<file path="src/rtl/ilk_pkg.sv">
package ilk_pkg;

  typedef enum logic [1:0] {
    CLS_INT = 2'd0,
    CLS_ADD = 2'd1,
    CLS_MUL = 2'd2,
    CLS_MEM = 2'd3
  } op_cls_e;

  typedef enum logic [2:0] {
    FWD_RF  = 3'd0,
    FWD_INT = 3'd1,
    FWD_ADD = 3'd2,
    FWD_MUL = 3'd3,
    FWD_MEM = 3'd4
  } fwd_src_e;

  function automatic fwd_src_e path_of(op_cls_e c);
    case (c)
      CLS_INT: path_of = FWD_INT;
      CLS_ADD: path_of = FWD_ADD;
      CLS_MUL: path_of = FWD_MUL;
      default: path_of = FWD_MEM;
    endcase
  endfunction

endpackage

</file>
<file path="src/rtl/ilk_entry.sv">
// One scoreboard slot: countdown to forwardability plus producing class.
module ilk_entry
  import ilk_pkg::*;
#(
  parameter int CW = 3
) (
  input  logic          clk,
  input  logic          rst,
  input  logic          load,
  input  logic [CW-1:0] load_cnt,
  input  op_cls_e       load_cls,
  output logic          live,
  output logic [CW-1:0] cnt,
  output op_cls_e       cls
);

  always_ff @(posedge clk) begin
    if (rst) begin
      live <= 1'b0;
      cnt  <= '0;
      cls  <= CLS_INT;
    end else if (load) begin
      live <= 1'b1;
      cnt  <= load_cnt;
      cls  <= load_cls;
    end else if (live) begin
      // Final cycle of the forwarding window: value then sits in the file.
      if (cnt == '0) live <= 1'b0;
      else           cnt  <= cnt - 1'b1;
    end
  end

endmodule

</file>
<file path="src/rtl/ilk_lookup.sv">
// Per-operand lookup into the scoreboard.
module ilk_lookup
  import ilk_pkg::*;
#(
  parameter int NREG = 32,
  parameter int RW   = 5,
  parameter int CW   = 3
) (
  input  logic [RW-1:0] src,
  input  logic          live_i [NREG],
  input  logic [CW-1:0] cnt_i  [NREG],
  input  op_cls_e       cls_i  [NREG],
  output logic          busy,
  output fwd_src_e      sel
);

  logic hit;

  always_comb begin
    hit  = (src != '0) && live_i[src];
    busy = hit && (cnt_i[src] != '0);
    sel  = (hit && (cnt_i[src] == '0)) ? path_of(cls_i[src]) : FWD_RF;
  end

endmodule

</file>
<file path="src/rtl/issue_interlock.sv">
module issue_interlock
  import ilk_pkg::*;
#(
  parameter int NREG    = 32,
  parameter int INT_LAT = 1,
  parameter int ADD_LAT = 3,
  parameter int MUL_LAT = 5,
  parameter int MEM_LAT = 2,
  parameter int RW      = $clog2(NREG)
) (
  input  logic          clk,
  input  logic          rst,
  input  logic          dec_valid,
  input  logic [1:0]    dec_cls,
  input  logic [RW-1:0] dec_src_a,
  input  logic [RW-1:0] dec_src_b,
  input  logic [RW-1:0] dec_dst,
  input  logic          dec_dst_en,
  output logic          stall,
  output logic          issue,
  output logic [2:0]    fwd_sel_a,
  output logic [2:0]    fwd_sel_b
);

  localparam int MAX_AB = (ADD_LAT > INT_LAT) ? ADD_LAT : INT_LAT;
  localparam int MAX_CD = (MUL_LAT > MEM_LAT) ? MUL_LAT : MEM_LAT;
  localparam int MAXLAT = (MAX_AB > MAX_CD) ? MAX_AB : MAX_CD;
  localparam int CW     = (MAXLAT > 2) ? $clog2(MAXLAT) : 1;

  op_cls_e cls_d;
  assign cls_d = op_cls_e'(dec_cls);

  function automatic logic [CW-1:0] span(op_cls_e c);
    case (c)
      CLS_INT: span = CW'(INT_LAT - 1);
      CLS_ADD: span = CW'(ADD_LAT - 1);
      CLS_MUL: span = CW'(MUL_LAT - 1);
      default: span = CW'(MEM_LAT - 1);
    endcase
  endfunction

  logic          sb_live [NREG];
  logic [CW-1:0] sb_cnt  [NREG];
  op_cls_e       sb_cls  [NREG];
  logic          records;
  logic [CW-1:0] new_cnt;

  assign records = issue && dec_dst_en && (dec_dst != '0);
  assign new_cnt = span(cls_d);

  genvar g;
  generate
    for (g = 0; g < NREG; g++) begin : g_slot
      ilk_entry #(.CW(CW)) u_slot (
        .clk      (clk),
        .rst      (rst),
        .load     (records && (dec_dst == RW'(g))),
        .load_cnt (new_cnt),
        .load_cls (cls_d),
        .live     (sb_live[g]),
        .cnt      (sb_cnt[g]),
        .cls      (sb_cls[g])
      );
    end
  endgenerate

  logic     busy_op [2];
  fwd_src_e sel_op  [2];
  logic [RW-1:0] src_op [2];

  assign src_op[0] = dec_src_a;
  assign src_op[1] = dec_src_b;

  generate
    for (g = 0; g < 2; g++) begin : g_opnd
      ilk_lookup #(.NREG(NREG), .RW(RW), .CW(CW)) u_look (
        .src    (src_op[g]),
        .live_i (sb_live),
        .cnt_i  (sb_cnt),
        .cls_i  (sb_cls),
        .busy   (busy_op[g]),
        .sel    (sel_op[g])
      );
    end
  endgenerate

  assign stall     = dec_valid && (busy_op[0] || busy_op[1]);
  assign issue     = dec_valid && !stall;
  assign fwd_sel_a = 3'(sel_op[0]);
  assign fwd_sel_b = 3'(sel_op[1]);

endmodule

</file>
<file path="config.mk">
export PLATFORM = sky130hd
export DESIGN_NAME = issue_interlock
export DESIGN_NICKNAME = d
export VERILOG_FILES = /design/src/rtl/ilk_pkg.sv /design/src/rtl/ilk_entry.sv /design/src/rtl/ilk_lookup.sv /design/src/rtl/issue_interlock.sv
export SDC_FILE = /design/constraint.sdc
export NUM_CORES = 1
export LEC_CHECK = 0
export ABC_AREA = 1
export ABC_CLOCK_PERIOD_IN_PS = 4000
export BUFFER_PORTS_ARGS = -buffer_cell sky130_fd_sc_hd__buf_2
export CORE_UTILIZATION = 45
export CTS_BUF_LIST = sky130_fd_sc_hd__clkbuf_4
export DETAILED_ROUTE_END_ITERATION = 7
export GPL_TIMING_DRIVEN = 0
export MAX_ROUTING_LAYER = met4
export PLACE_DENSITY = 0.67
export SYNTH_ARGS = -nofsm -noshare
export SYNTH_HDL_FRONTEND = slang
export SYNTH_SLANG_ARGS = --single-unit
</file>
<file path="constraint.sdc">
create_clock -name clk -period 4 [get_ports clk]
set_input_delay 0.8 -clock clk [delete_from_list [all_inputs] [get_ports clk]]
set_output_delay 0.8 -clock clk [all_outputs]
set_load 0.005 [all_outputs]
</file>
# Word-level counts from Yosys, hierarchy flattened
# Cells that the tools add are included.
# Widths: inputs -> output; s select.
totals:
  ff_bits: 192
  latchBits: 0
  mem_bits_rw: 0
  rom_bits: 0
  input_bits: 21
  output_inout_bits: 8
  n_memories: 0
classes:
  addsub: 32
  multipliers: 0
  div: 0
  n_lt_le_gt_ge: 2
  eq_ne: 69
  shift: 0
  n_mux: 215
  n_bitwise: 2
  reduce_logical: 151
ops:
  columns: ["cell", "count"]
  rows:
  - ["$mux 3", 102]
  - ["$logic_not 3->1", 34]
  - ["$mux 1", 100]
  - ["$sub 3x1->3 const B", 32]
  - ["$eq 5x5->1 const B", 16]
  - ["$ne 2x1->1 const B", 32]
  - ["$reduce_and 2->1", 32]
  - ["$reduce_bool 2->1", 32]
  - ["$logic_and 1x1->1", 42]
  - ["$eq 5x4->1 const B", 8]
  - ["$bmux 3 s5", 2]
  - ["$pmux 3 s3", 3]
  - ["$bmux 2 s5", 2]
  - ["$eq 5x3->1 const B", 4]
  - ["$reduce_bool 5->1", 3]
  - ["$ge 6x6->1 const B", 2]
  - ["$not 5->6", 2]
  - ["$bmux 1 s5", 2]
  - ["$eq 5x2->1 const B", 2]
  - ["$mux 2", 4]
  - ["$eq 2x1->1 const B", 3]
  - ["$eq 2x2->1 const B", 3]
  - ["$logic_not 2->1", 3]
  - ["$reduce_bool 3->1", 2]
  - ["other kinds (4)", 4]

# Longest topological paths before layout
depth:
  depth_word: 15
  mapped_depth: 20
  depth_no_buf: 18

# Modules after synthesis
# A second synthesis with hierarchy kept.
hier_totals:
  hier_cells: 2413
  hier_area_um2: 14249.9
by_module_without_submodules:
  columns: ["module", "n_inst", "cells_each", "area_per_inst_um2", "seq_area_each_um2"]
  rows:
  - ["ilk_entry", 32, 45, 307.8, 120.1]
  - ["ilk_lookup", 2, 438, 1941.9, 0.0]
  - ["issue_interlock", 1, 97, 516.7, 0.0]

# Worst setup path after synthesis
# Ideal clock, no wire load.
synth_path:
  path_kind: "input to output"
  start: "in dec_src_b[1]"
  end: "out fwd_sel_b[1]"
  arrival_time_ns: 2.643
  slack_ns: 0.557
  cell_stages: 11
  path_cell_list: "buf_2 buf_2 clkbuf_1 clkbuf_1 nor3_1 o41ai_1 o2111ai_1 o21ai_0 ha_1 inv_1 nor2_1"
synth_between:
  elab_chain_len: 7
  elab_cells_between_ends: 19
  cone_classes: "eq/ne: 2; mux: 11; bitwise: 1; reduce/logical: 5"
synth_lines:
  columns: ["element", "line", "source"]
  rows:
  - ["start, declared", "issue_interlock.sv:16", "input logic [RW-1:0] dec_src_b,"]
  - ["$not 5->6 (implied by the code)", "ilk_lookup.sv:20, ilk_lookup.sv:22", null]
  - ["$bmux 2 s5, or another cell as far along", "ilk_lookup.sv:22", "sel = (hit && (cnt_i[src] == '0)) ? path_of(cls_i[src]) : FWD_RF;"]
  - ["$mux 2 (implied by the code), or another cell as far along (2 in series)", "ilk_lookup.sv:22", null]
  - ["$eq 2x2->1, or another cell as far along", "ilk_pkg.sv:19", "case (c)"]
  - ["$pmux 3 s3 / $logic_and 1x1->1 (equally long branches)", "ilk_pkg.sv:19, ilk_lookup.sv:22", null]
  - ["$mux 3 (*)", "ilk_lookup.sv:22", null]
  - ["end, declared", "issue_interlock.sv:22", "output logic [2:0] fwd_sel_b"]
# Mark *: on every way between the ends. The rest lies on a longest branch, timed or not. The select of a mux whose other input is x is not followed.

# Worst setup path after layout
layout_path:
  start: "in dec_src_a[1]"
  end: "out fwd_sel_a[1]"
layout_between:
  elab_chain_len: 7
  elab_cells_between_ends: 19
  cone_classes: "eq/ne: 2; mux: 11; bitwise: 1; reduce/logical: 5"
layout_lines:
  columns: ["element", "line", "source"]
  rows:
  - ["start, declared", "issue_interlock.sv:15", "input logic [RW-1:0] dec_src_a,"]
  - ["$not 5->6 (implied by the code)", "ilk_lookup.sv:20, ilk_lookup.sv:22", null]
  - ["$bmux 2 s5, or another cell as far along", "ilk_lookup.sv:22", null]
  - ["$mux 2 (implied by the code), or another cell as far along (2 in series)", "ilk_lookup.sv:22", null]
  - ["$eq 2x2->1, or another cell as far along", "ilk_pkg.sv:19", null]
  - ["$pmux 3 s3 / $logic_and 1x1->1 (equally long branches)", "ilk_pkg.sv:19, ilk_lookup.sv:22", null]
  - ["$mux 3 (*)", "ilk_lookup.sv:22", null]
  - ["end, declared", "issue_interlock.sv:21", "output logic [2:0] fwd_sel_a,"]
# Marks and branches as above.

==> summary.md <==
| Metric | Value |
|---|---|
| TritonCTS Buffers | 17 |
| Max H-tree Level | 4 |
| Pwr Density | 268 nW/um^2 |
| Final period util | 0.992 |
| Rows | 62 |
| Yosys warnings | 0 |
| Utilization after layout | 0.495 |
| Synth top area cells | dfxtp_1, nand2_1, nor2_1 |
| Sequential area share after synthesis | 0.293 |
| Worst-path clk slew | 0.19 ns |
| Worst setup SP type | primary input |
| Core area | 28700 sq um |
| Worst-skew pair later-pin latency | 0.65 ns |
| WHS Path Cells | 2 |
| Async set-reset flop share out of synthesis | 0 |
| Die width | 173 um |
| Detail Route Antenna Nets | 0 |
| GRT overflow | 0 |
| Initial cell density of the core | 0.458 |
| Worst Hold Class | reg2reg |
| Layout Skew | 0.0225 ns |
| Largest net degree at the start of global routing | 20 |
| Final setup viols | 0 |
| Mapped cell area | 13100 sq um |
| Detailed Route Iter0 Violations | 2149 |
| CTS tree | built |
| Number of clock sinks | 192 |
| TritonRoute pass-1 iters | 8 |
| Yosys reg bits | 192 |
| Die Footprint | 29900 sq um |
| RSZ-0062 raised after global routing | no |
| DP HPWL | 43.7 mm |
| # hold bufs at CTS | 0 |
| Area leader, netlist | dfxtp_1 |
| Mapped Nets | 2112 |
| Filler instances | 3084 |
| Clock buffer depth | 2 |
| Post-CTS setup buffers | 0 |
| Boundary Pins | 29 |
| CTS root buf | clkbuf_4 |
| Leak | 5.66 nW |
| Worst-Margin Slew | 1.07 ns |
| Final hold vios | 0 |
| Status | complete, no violations |
| Drc violations | 0 |
| Yosys cell types | 37 |
| CP Data Arrival Time | 3.17 ns |
| Crit. End Element | output pin |
| Dpl ws | -0.977 ns |
| Initial antenna violation count | 1 |
| Most used DFF post-synth | dfxtp_1 |
| Critical Path RT | 3.20 ns |
| Area Growth Syn to Fin | 8.13% |
| CP max FO | 10 |
| First-pass GRT wire length | 84.8 mm |
| Syn avg cell area | 6.49 sq um |
| Vias per inst | 5.85 |
| Vias in the first global route | 13.1k |
| Post-synth top area share | 0.293 |
| PortBufs | 22 |
| Max Slew Vio Count | 0 |
| RD Place Congestion | 1.03 |
| Layout cells sized above 1 | 0.111 |
| Peak VDD IR | 0.000172 V |
| Worst R2R Path Depth | 17 |
| Total GRT Usage | 0.397 |
| Mapped Cells | 2025 |
| Rel. slew slack | 0.283 |
| Final WS setup | 0.0329 ns |
| Max-cap violations | 0 |
| Fmax achieved | 252 MHz |
| Detailed-route wire length per cell | 23.4 um |
| Final wirelength | 57.7 mm |
| Final #Nets | 2152 |
| Die Y | 173 um |
| CP Class | in2out |
| Minimum clock period | 3.97 ns |
| Number of enable flip-flop cells after synthesis | 0 |
| Via count | 14.4k |
[logic make-up (layout without fill, tap and decap cells)]
group,after synthesis,in the layout,share of synthesized area
buf+inv,341,394,0.104
simple gates,1020,1020,0.366
flops,192,192,0.293
other cells,0,1,0
xor+xnor,29,29,0.0193
fa+ha+maj,66,66,0.0629
compound gates,377,377,0.155
[power breakdown]
| group | total, mW | internal [mW] | leakage (nW) | switching [mW] |
|---|---|---|---|---|
| Sequential | 1.93 | 1.93 | 1.55 | 0.00796 |
| Clock | 1.13 | 0.290 | 0.153 | 0.843 |
| Combinational | 0.743 | 0.180 | 3.96 | 0.563 |
[worst max-delay path: stages]
cell      delay (ns)
buf_4           0.19
inv_2           0.06
buf_2           0.21
nand2_2         0.30
clkbuf_4        0.32
o221ai_1        0.14
o221ai_2        0.30
nand3_1         0.16
o32ai_1         0.17
ha_1            0.29
inv_1           0.05
nor2_1          0.04
buf_2           0.12
[per-layer routing]
layer  global-route usage  routed length [um]  vias up
li1                     -                   -     6744
met1                0.518               24200     6683
met2                0.585               24500      830
met3               0.0853                6210      151
met4                0.185                2800        0
met5                    -                   0        -
[registers in the layout, summed over array words and instances (netlist names)]
register	count
g_slot.u_slot.cnt	96
g_slot.u_slot.cls	64
g_slot.u_slot.live	32
[path summary, 6_finish.rpt]
kind,start,end,slack (ns)
max,dec_src_a[1],fwd_sel_a[1],0.03
min,g_slot[0].u_slot.cls[1]$_SDFFE_PP0P_,g_slot[0].u_slot.cls[1]$_SDFFE_PP0P_,0.47
max reg2reg,g_slot[26].u_slot.cnt[1]$_SDFFE_PP0P_,g_slot[29].u_slot.cnt[0]$_SDFFE_PP0P_,0.96
min reg2reg,g_slot[0].u_slot.cls[1]$_SDFFE_PP0P_,g_slot[0].u_slot.cls[1]$_SDFFE_PP0P_,0.47
[through the flow]
stage / power, mW / hold slack, ns / area (sq um) / setup TNS [ns] / std cells
after detailed placement: 2.66 / 0.444 / 13700 / -9.14 / 2431
after CTS: 3.78 / 0.470 / 14200 / -0.00403 / 2463
after global placement: 2.66 / 0.443 / 13700 / -8.51 / 2431
after global routing: 3.91 / 0.515 / 14200 / 0 / 2463
after floorplan: 2.38 / 0.425 / 13100 / 0 / 2025
final: 3.81 / 0.472 / 14200 / 0 / 2463
[area by class of cell]
type	instances	area (sq um)	share of cell area
multi-input combinational	1492	8010	0.564
timing repair buffer	22	113	0.00793
clock buffer	18	135	0.00951
clock inverter	14	140	0.00987
sequential	192	3840	0.271
inverter	238	897	0.0632
buffer	102	587	0.0413
antenna	1	2.50	0.000176
tap	384	480	0.0338
[what timing repair did]
item	CTS	global route
endpoints found under the hold margin	0	0
resized for setup	62	28
pin swaps	1	1
setup endpoints to repair	8	4
[layout by cell type, fill, tap and decap left out, types with 8 or more instances in the layout]
master,netlist,routed
clkinv_1,30,29
buf_4,7,12
a22oi_1,11,11
nand3_1,145,145
o21ai_0,67,67
a21oi_1,153,153
inv_1,200,199
clkbuf_4,0,26
xor2_1,29,29
nor3_1,20,20
nand4_1,64,64
or2_2,63,63
o22ai_1,14,14
clkbuf_2,0,13
o21ai_1,97,97
buf_2,20,33
clkbuf_1,68,44
nand3_4,31,31
buf_6,2,9
o211ai_1,15,15
ha_1,66,66
inv_2,8,8
nand2_1,383,381
nor2_1,309,302
dfxtp_1,192,192
[synthesized netlist by cell type (3+ instances only)]
master,count
nand2_1,383
nor2_1,309
inv_1,200
dfxtp_1,192
a21oi_1,153
nand3_1,145
o21ai_1,97
clkbuf_1,68
o21ai_0,67
ha_1,66
nand4_1,64
or2_2,63
nand3_4,31
clkinv_1,30
xor2_1,29
buf_2,20
nor3_1,20
o211ai_1,15
o22ai_1,14
a22oi_1,11
inv_2,8
buf_4,7
o221ai_1,6
buf_1,4
nand2_2,3
o2111ai_1,3
(Power assumes the default switching activity.)
